--- src/rtl/vcap_pkg.sv ---
package vcap_pkg;

  localparam int unsigned MIN_RATIO = 2;

  typedef struct packed {
    logic cs_n;
    logic we_n;
  } mem_strobe_t;

  localparam mem_strobe_t STROBE_IDLE  = '{cs_n: 1'b1, we_n: 1'b1};
  localparam mem_strobe_t STROBE_WRITE = '{cs_n: 1'b0, we_n: 1'b0};

  // Division ratio actually used by the sample clock generator.
  function automatic int unsigned clamp_ratio(input int unsigned r);
    return (r < MIN_RATIO) ? MIN_RATIO : r;
  endfunction

endpackage

--- src/rtl/vcap_clkgen.sv ---
module vcap_clkgen #(
  parameter int DIV_W = 8
) (
  input  logic             clk,
  input  logic             rst_n,
  input  logic             resync,
  input  logic [DIV_W-1:0] div_ratio,
  output logic             adc_clk,
  output logic             tick
);
  logic [DIV_W-1:0] eff;
  logic [DIV_W-1:0] phase_q;

  assign eff = DIV_W'(vcap_pkg::clamp_ratio(32'(div_ratio)));

  always_ff @(posedge clk or negedge rst_n) begin
    if (!rst_n)                 phase_q <= '0;
    else if (resync)            phase_q <= '0;
    else if (phase_q >= eff - 1'b1) phase_q <= '0;
    else                        phase_q <= phase_q + 1'b1;
  end

  assign adc_clk = (phase_q < (eff >> 1));
  assign tick    = (phase_q == '0) && !resync;
endmodule

--- src/rtl/vcap_arm.sv ---
module vcap_arm (
  input  logic clk,
  input  logic rst_n,
  input  logic cap_en,
  input  logic fsync,
  output logic armed
);
  always_ff @(posedge clk or negedge rst_n) begin
    if (!rst_n)      armed <= 1'b0;
    else if (!cap_en) armed <= 1'b0;
    else if (fsync)  armed <= 1'b1;
  end
endmodule

--- src/rtl/vcap_wrctl.sv ---
module vcap_wrctl #(
  parameter int PIX_W  = 8,
  parameter int HALF_W = 14,
  localparam int ADDR_W = HALF_W + 1
) (
  input  logic              clk,
  input  logic              rst_n,
  input  logic              fsync,
  input  logic              wr_go,
  input  logic [PIX_W-1:0]  pix_in,
  output logic [ADDR_W-1:0] mem_addr,
  output logic [PIX_W-1:0]  mem_data,
  output vcap_pkg::mem_strobe_t strobe,
  output logic              wr_half,
  output logic              done_half,
  output logic              irq
);
  logic [ADDR_W-1:0] ptr_q;
  logic              last_slot;

  assign last_slot = &ptr_q[HALF_W-1:0];
  assign wr_half   = ptr_q[ADDR_W-1];

  always_ff @(posedge clk or negedge rst_n) begin
    if (!rst_n) begin
      ptr_q     <= '0;
      mem_addr  <= '0;
      mem_data  <= '0;
      strobe    <= vcap_pkg::STROBE_IDLE;
      irq       <= 1'b0;
      done_half <= 1'b0;
    end else begin
      strobe <= vcap_pkg::STROBE_IDLE;
      irq    <= 1'b0;
      if (fsync) begin
        ptr_q <= '0;
      end else if (wr_go) begin
        mem_addr <= ptr_q;
        mem_data <= pix_in;
        strobe   <= vcap_pkg::STROBE_WRITE;
        ptr_q    <= ptr_q + 1'b1;
        if (last_slot) begin
          irq       <= 1'b1;
          done_half <= ptr_q[ADDR_W-1];
        end
      end
    end
  end
endmodule

--- src/rtl/vcap_pingpong.sv ---
module vcap_pingpong #(
  parameter int PIX_W      = 8,
  parameter int HALF_DEPTH = 16384,
  parameter int DIV_W      = 8,
  localparam int HALF_W    = $clog2(HALF_DEPTH),
  localparam int ADDR_W    = HALF_W + 1
) (
  input  logic              clk,
  input  logic              rst_n,
  input  logic              cap_en,
  input  logic              fsync,
  input  logic              lsync,
  input  logic [DIV_W-1:0]  div_ratio,
  input  logic [PIX_W-1:0]  pix_in,
  output logic              adc_clk,
  output logic [ADDR_W-1:0] mem_addr,
  output logic [PIX_W-1:0]  mem_data,
  output logic              mem_cs_n,
  output logic              mem_we_n,
  output logic              wr_half,
  output logic              done_half,
  output logic              irq
);
  // Internal events, named for the checker.
  logic samp_tick;
  logic armed_w;
  logic wr_go;
  logic resync;
  vcap_pkg::mem_strobe_t strobe;

  assign resync = fsync | lsync;
  assign wr_go  = armed_w & samp_tick;

  vcap_clkgen #(.DIV_W(DIV_W)) u_clkgen (
    .clk(clk), .rst_n(rst_n), .resync(resync), .div_ratio(div_ratio),
    .adc_clk(adc_clk), .tick(samp_tick)
  );

  vcap_arm u_arm (
    .clk(clk), .rst_n(rst_n), .cap_en(cap_en), .fsync(fsync), .armed(armed_w)
  );

  vcap_wrctl #(.PIX_W(PIX_W), .HALF_W(HALF_W)) u_wrctl (
    .clk(clk), .rst_n(rst_n), .fsync(fsync), .wr_go(wr_go), .pix_in(pix_in),
    .mem_addr(mem_addr), .mem_data(mem_data), .strobe(strobe),
    .wr_half(wr_half), .done_half(done_half), .irq(irq)
  );

  assign mem_cs_n = strobe.cs_n;
  assign mem_we_n = strobe.we_n;
endmodule

--- config.mk ---
export PLATFORM = sky130hd
export DESIGN_NAME = vcap_pingpong
export DESIGN_NICKNAME = d
export VERILOG_FILES = /design/src/rtl/vcap_pkg.sv /design/src/rtl/vcap_clkgen.sv /design/src/rtl/vcap_arm.sv /design/src/rtl/vcap_wrctl.sv /design/src/rtl/vcap_pingpong.sv
export SDC_FILE = /design/constraint.sdc
export NUM_CORES = 1
export LEC_CHECK = 0
export BUFFER_PORTS_ARGS = -buffer_cell sky130_fd_sc_hd__clkbuf_2
export CAP_MARGIN = 10
export CORE_ASPECT_RATIO = 1.25
export CORE_MARGIN = 3
export CORE_UTILIZATION = 40
export DETAILED_ROUTE_END_ITERATION = 6
export PLACE_DENSITY = 0.67
export SETUP_SLACK_MARGIN = 0.4
export SYNTH_ARGS = -nofsm -noshare
export SYNTH_HDL_FRONTEND = slang
export SYNTH_SLANG_ARGS = --single-unit
--- constraint.sdc ---
create_clock -name clk -period 3.2 [get_ports clk]
set_input_delay 0.48 -clock clk [delete_from_list [all_inputs] [get_ports clk]]
set_output_delay 0.48 -clock clk [all_outputs]
set_load 0.1 [all_outputs]
======== Yosys cells after proc, flatten, opt, wreduce, memory -nomap -nowiden ========
Index checks and enable logic that the tools add are counted.
operators by class
  add/sub/neg operators ................... 3
  magnitude comparators ................... 3
  equality and inequality tests ........... 1
  multiplexer cells ....................... 12
  bitwise operators ....................... 3
  reductions and logical operators ........ 7
operators by type and width
  operator                                                    number
  two-way mux 15 bit                                          2
  two-way mux 8 bit                                           3
  AND reduction 16 bit                                        1
  adder 15 x 1 -> 15 bit, second input constant               1
  AND reduction 14 bit                                        1
  adder 8 x 1 -> 8 bit, second input constant                 1
  greater-or-equal comparator 8 bit                           1
  zero test 8 bit                                             1
  less-than comparator 8 x 2 -> 1 bit, second input constant  1
  less-than comparator 8 x 7 -> 1 bit                         1
  subtractor 8 x 1 -> 8 bit, second input constant            1
  two-way mux 1 bit                                           5
  two-way mux 2 bit                                           2
  != test 2 x 1 -> 1 bit, second input constant               1
  AND reduction 2 bit                                         1
  nonzero test 2 bit                                          1
  bitwise AND 1 bit                                           1
  logical AND 1 bit                                           1
  zero test 1 bit                                             1
  inverter 1 bit                                              1
  bitwise OR 1 bit                                            1
storage, ports and cells
  bits in registers ....................... 51
  logic and storage cells ................. 38

======== Longest topological paths before layout ========
  depth in word-level cells ............... 6
  gate-level depth with buffers ........... 11

======== Modules after synthesis ========
A second synthesis with hierarchy kept.
second synthesis, totals
  cells, all modules ...................... 242
  area total of the unflattened synthesis .. 2661.3 µm²
modules (own cells, without submodules)
  module         times used  cells each  area each (µm²)  sequential area each (µm²)
  vcap_wrctl     1           138         1752.9           1027.2
  vcap_clkgen    1           100         863.3            200.2
  vcap_arm       1           2           32.5             25.0
  vcap_pingpong  1           2           12.5             0.0

======== Worst setup path after synthesis ========
Ideal clock, no wire load.
  path type ............................... input to output
  start point ............................. in div_ratio[5]
  end point ............................... out adc_clk
  data arrival time ....................... 5.942 ns
  required time ........................... 2.720 ns
  path slack .............................. -3.222 ns
  stages on the path ...................... 4
  path buffers ............................ 0
  cells stage by stage .................... nor3_1 -> a21oi_1 -> or3_1 -> a2111oi_0
between the ends
  word-level cells in the longest chain between the ends .. 3
ends and longest elaborated chain
  item                                   RTL line             text
  start: declaration                     vcap_pingpong.sv:13  input logic [DIV_W-1:0] div_ratio,
  less-than comparator 8 x 2 -> 1 bit    vcap_pkg.sv:15       return (r < MIN_RATIO) ? MIN_RATIO : r;
  two-way mux 8 bit *                    vcap_pkg.sv:15
  less-than comparator 8 x 7 -> 1 bit *  vcap_clkgen.sv:23    assign adc_clk = (phase_q < (eff >> 1));
  end: declaration                       vcap_pingpong.sv:15  output logic adc_clk,
Every way passes the cells marked *; elsewhere a longest branch is shown, timed or not.

======== Worst setup path in the final report ========
  start point ............................. reg u_clkgen.phase_q[1]
  end point ............................... out adc_clk
between the ends
  word-level cells in the longest chain between the ends .. 1
ends and longest elaborated chain
  item                                 RTL line           text
  start: declaration                   vcap_clkgen.sv:12  logic [DIV_W-1:0] phase_q;
  start signal: assignment             vcap_clkgen.sv:20  else phase_q <= phase_q + 1'b1;
  less-than comparator 8 x 7 -> 1 bit  vcap_clkgen.sv:23
Every way passes these cells.

==> qor.csv <==
metric,value,unit
Crit path largest cell delay,0.50,ns
# diodes,0,
Synth Area in Compound Gates,0.0834,
I/O pins,50,
largest family of logic cells by synthesized area,simple AND/OR/NAND/NOR gates,
status,finished clean,
CP cell instances,ha_1 > or3_1 > a2111oi_4 > clkbuf_2,
routability cong.,0.770,
DR vias,1966,
maximum vdd drop,0.000209,V
Crit. End Element,output pin,
cells after synthesis,237,
Die Ht,96.3,um
post-CTS setup buffers,0,
post-synth cell types,38,
DRT Wirelength,5040,um
HPWL after detailed placement,3880,um
layout cells sized above 1,0.307,
CP max stage cell,clkbuf_2,
global-route wire length before repair,8800,um
CORE AREA,0.00625,mm2
largest net degree at the start of global routing,32,
Die W,78.3,um
Congestion Overflow GR,0,
clock latency on the worst-skew pair,0.29,ns
all-layer global routing usage,0.148,
pwr dens,459,mW/mm2
slack of the critical path,0.518,ns
final hold viol count,0,
IO buf count,49,
Die Area,0.00754,mm2
Top delay family on crit path,buffers and inverters,
Worst R2R Path Depth,4,
critical path arrival,2.20,ns
vias in the first global route,1973,
fin crit period,2.68,ns
r2r endpoint,u_wrctl.ptr_q[11],
MaxCap Viol Count,0,
CTS HTree Levels,2,
endpoints failing setup,0,
R2R setup slack,1.13,ns
clock root buffer,clkbuf_8,
register clock-pin slew on the reported worst setup and hold paths,0.08,ns
area delta synth->final,17.5,%
buffer and inverter count on the worst path,1,
post-synthesis xor/xnor area fraction,0.0503,
Initial Utilization,0.418,
CTS Hold Bufs,0,
Worst-Margin Slew,0.739,ns
pre-CTS setup slack,0.434,ns
Final ANT Viol Nets,0,
worst hold path class,in -> async,
Synth Cell Area,0.00261,mm2
Setup Skew,0.00333,ns
max-slew violation count,0,
sequential area share after synthesis,0.480,
Std-Cell Rows,32,
crit start category,register,
WP data required,2.72,ns
Yosys Warn Count,0,
clock sinks,50,
post-synth net total,276,
RSZ-0062 raised after global routing,no,
initial antenna violation count,0,
average size of a mapped cell,11.0,um2
R2R Path Start,u_clkgen.phase_q[3],
fin area,0.00307,mm2
FMAX,373,MHz
placed cell area,0.00298,mm2
Final Cycle Share,0.838,
Layout Nets,328,
drt drc,0,
relative slew slack,0.507,
TNS Setup,0,ns
CTS Buffer Depth,2,
post-CTS resize count,0,
CP max FO,5,
multiplexer share of the synthesized area,0.0988,
Adder-Cell Fraction of Synth Area,0.0863,
WS Path Type,reg -> out,
Leak,1.50,nW
WL per Instance,13.4,um
post-synthesis simple-gate area fraction,0.168,
vias per inst,5.24,
Initial DRT Pass Iterations,5,
CTS tree,built,
Final Util,0.491,
Initial DRC Count,102,
Seq cells post-synth,50,
TritonCTS buffer count,5,
-- metrics by stage --
stage,hold slack [ns],power (W),cells
after floorplan,0.184,0.000988,237
after global placement,0.462,0.00106,367
after detailed placement,0.463,0.00107,367
after CTS,0.262,0.00143,375
after global routing,0.294,0.00148,375
final,0.239,0.00141,375
-- cells by family (layout without fill, tap and decap cells) --
group | count (synthesis) | in the layout
AO/OA/AOI/OAI | 36 | 36
XOR/XNOR | 15 | 15
adder cells (fa/ha/maj) | 18 | 18
buffers and inverters | 20 | 73
flip-flops | 50 | 50
multiplexers | 23 | 23
AND/OR/NAND/NOR | 75 | 75
-- placed cells by master, fill, tap and decap left out, types with 7 or more instances in the layout --
master,instances
clkbuf_2,49
dfrtp_1,49
mux2_2,22
nor2_1,19
ha_1,18
a21oi_1,14
inv_1,13
nand3_1,11
nand2_1,8
o21ai_0,8
nand4_1,8
xor2_1,8
xnor2_1,7
-- worst max-delay path by stage --
stage,cells after the start,end,startpoint
2_1_floorplan,4,adc_clk,div_ratio[6]
4_1_cts,4,adc_clk,u_clkgen.phase_q[1]
5_1_grt,4,adc_clk,u_clkgen.phase_q[1]
3_5_place_dp,13,u_clkgen.phase_q[7],div_ratio[4]
3_3_place_gp,10,u_clkgen.phase_q[6],div_ratio[4]
6_report,4,adc_clk,u_clkgen.phase_q[1]
-- registers in the layout, indices dropped and copies added (netlist names) --
name / cells
u_wrctl.mem_addr: 15
u_wrctl.ptr_q: 15
u_clkgen.phase_q: 8
u_wrctl.mem_data: 8
u_arm.armed: 1
u_wrctl.done_half: 1
u_wrctl.irq: 1
u_wrctl.strobe: 1
-- layout make-up --
| cell class | instances | area, um2 |
|---|---|---|
| flip-flops and latches | 50 | 1250 |
| clock buffers | 7 | 86.3 |
| well taps | 85 | 106 |
| repair buffers | 52 | 268 |
| inverters | 13 | 48.8 |
| fillers | 620 | 3180 |
| clock inverters | 1 | 5.00 |
| multi-input cells | 167 | 1300 |
-- report_power, final --
part	switching (W)	internal, W
clock network	0.000186	0.000174
logic	0.000297	0.0000722
registers	0.0000162	0.000664
-- synthesized netlist by cell type --
cell       number  area [um2]
mux2_2         22         248
o22ai_1         1        6.26
and4_1          2        17.5
o31ai_1         6        45.0
nand3_1        11        55.1
and3_2          1        7.51
nor3b_1         1        7.51
o211a_1         1        10.0
xor2_1          8        70.1
nand2b_1        1        6.26
or4_1           5        37.5
nor4_4          1        21.3
a31oi_1         1        6.26
nor2_1         19        71.3
a2111oi_0       2        17.5
or3_1           5        31.3
nand4_2         1        12.5
dfrtp_1        49        1230
inv_1          13        48.8
nand4_1         8        50.1
nand2_1         8        30.0
dfstp_2         1        26.3
and3_1          4        25.0
buf_6           1        11.3
buf_2           1        5.00
o211ai_1        1        7.51
clkbuf_1        4        15.0
xnor2_1         7        61.3
o21a_1          2        15.0
buf_4           1        7.51
a21oi_1        14        70.1
o21ai_0         8        40.0
ha_1           18         225
nand4_4         1        21.3
and4bb_2        1        12.5
mux2i_1         1        10.0
and2_1          1        6.26
nor3_1          5        25.0
-- per-layer routing --
layer	routed length, um	part of all wire	vias up	global-route usage
li1	-	-	966	-
met1	2020	0.40	963	0.166
met2	2800	0.56	35	0.283
met3	168	0.033	2	0.0178
met4	47	0.0093	0	0.0612
met5	0	0	-	0
Power figures use the tool's default switching activity.
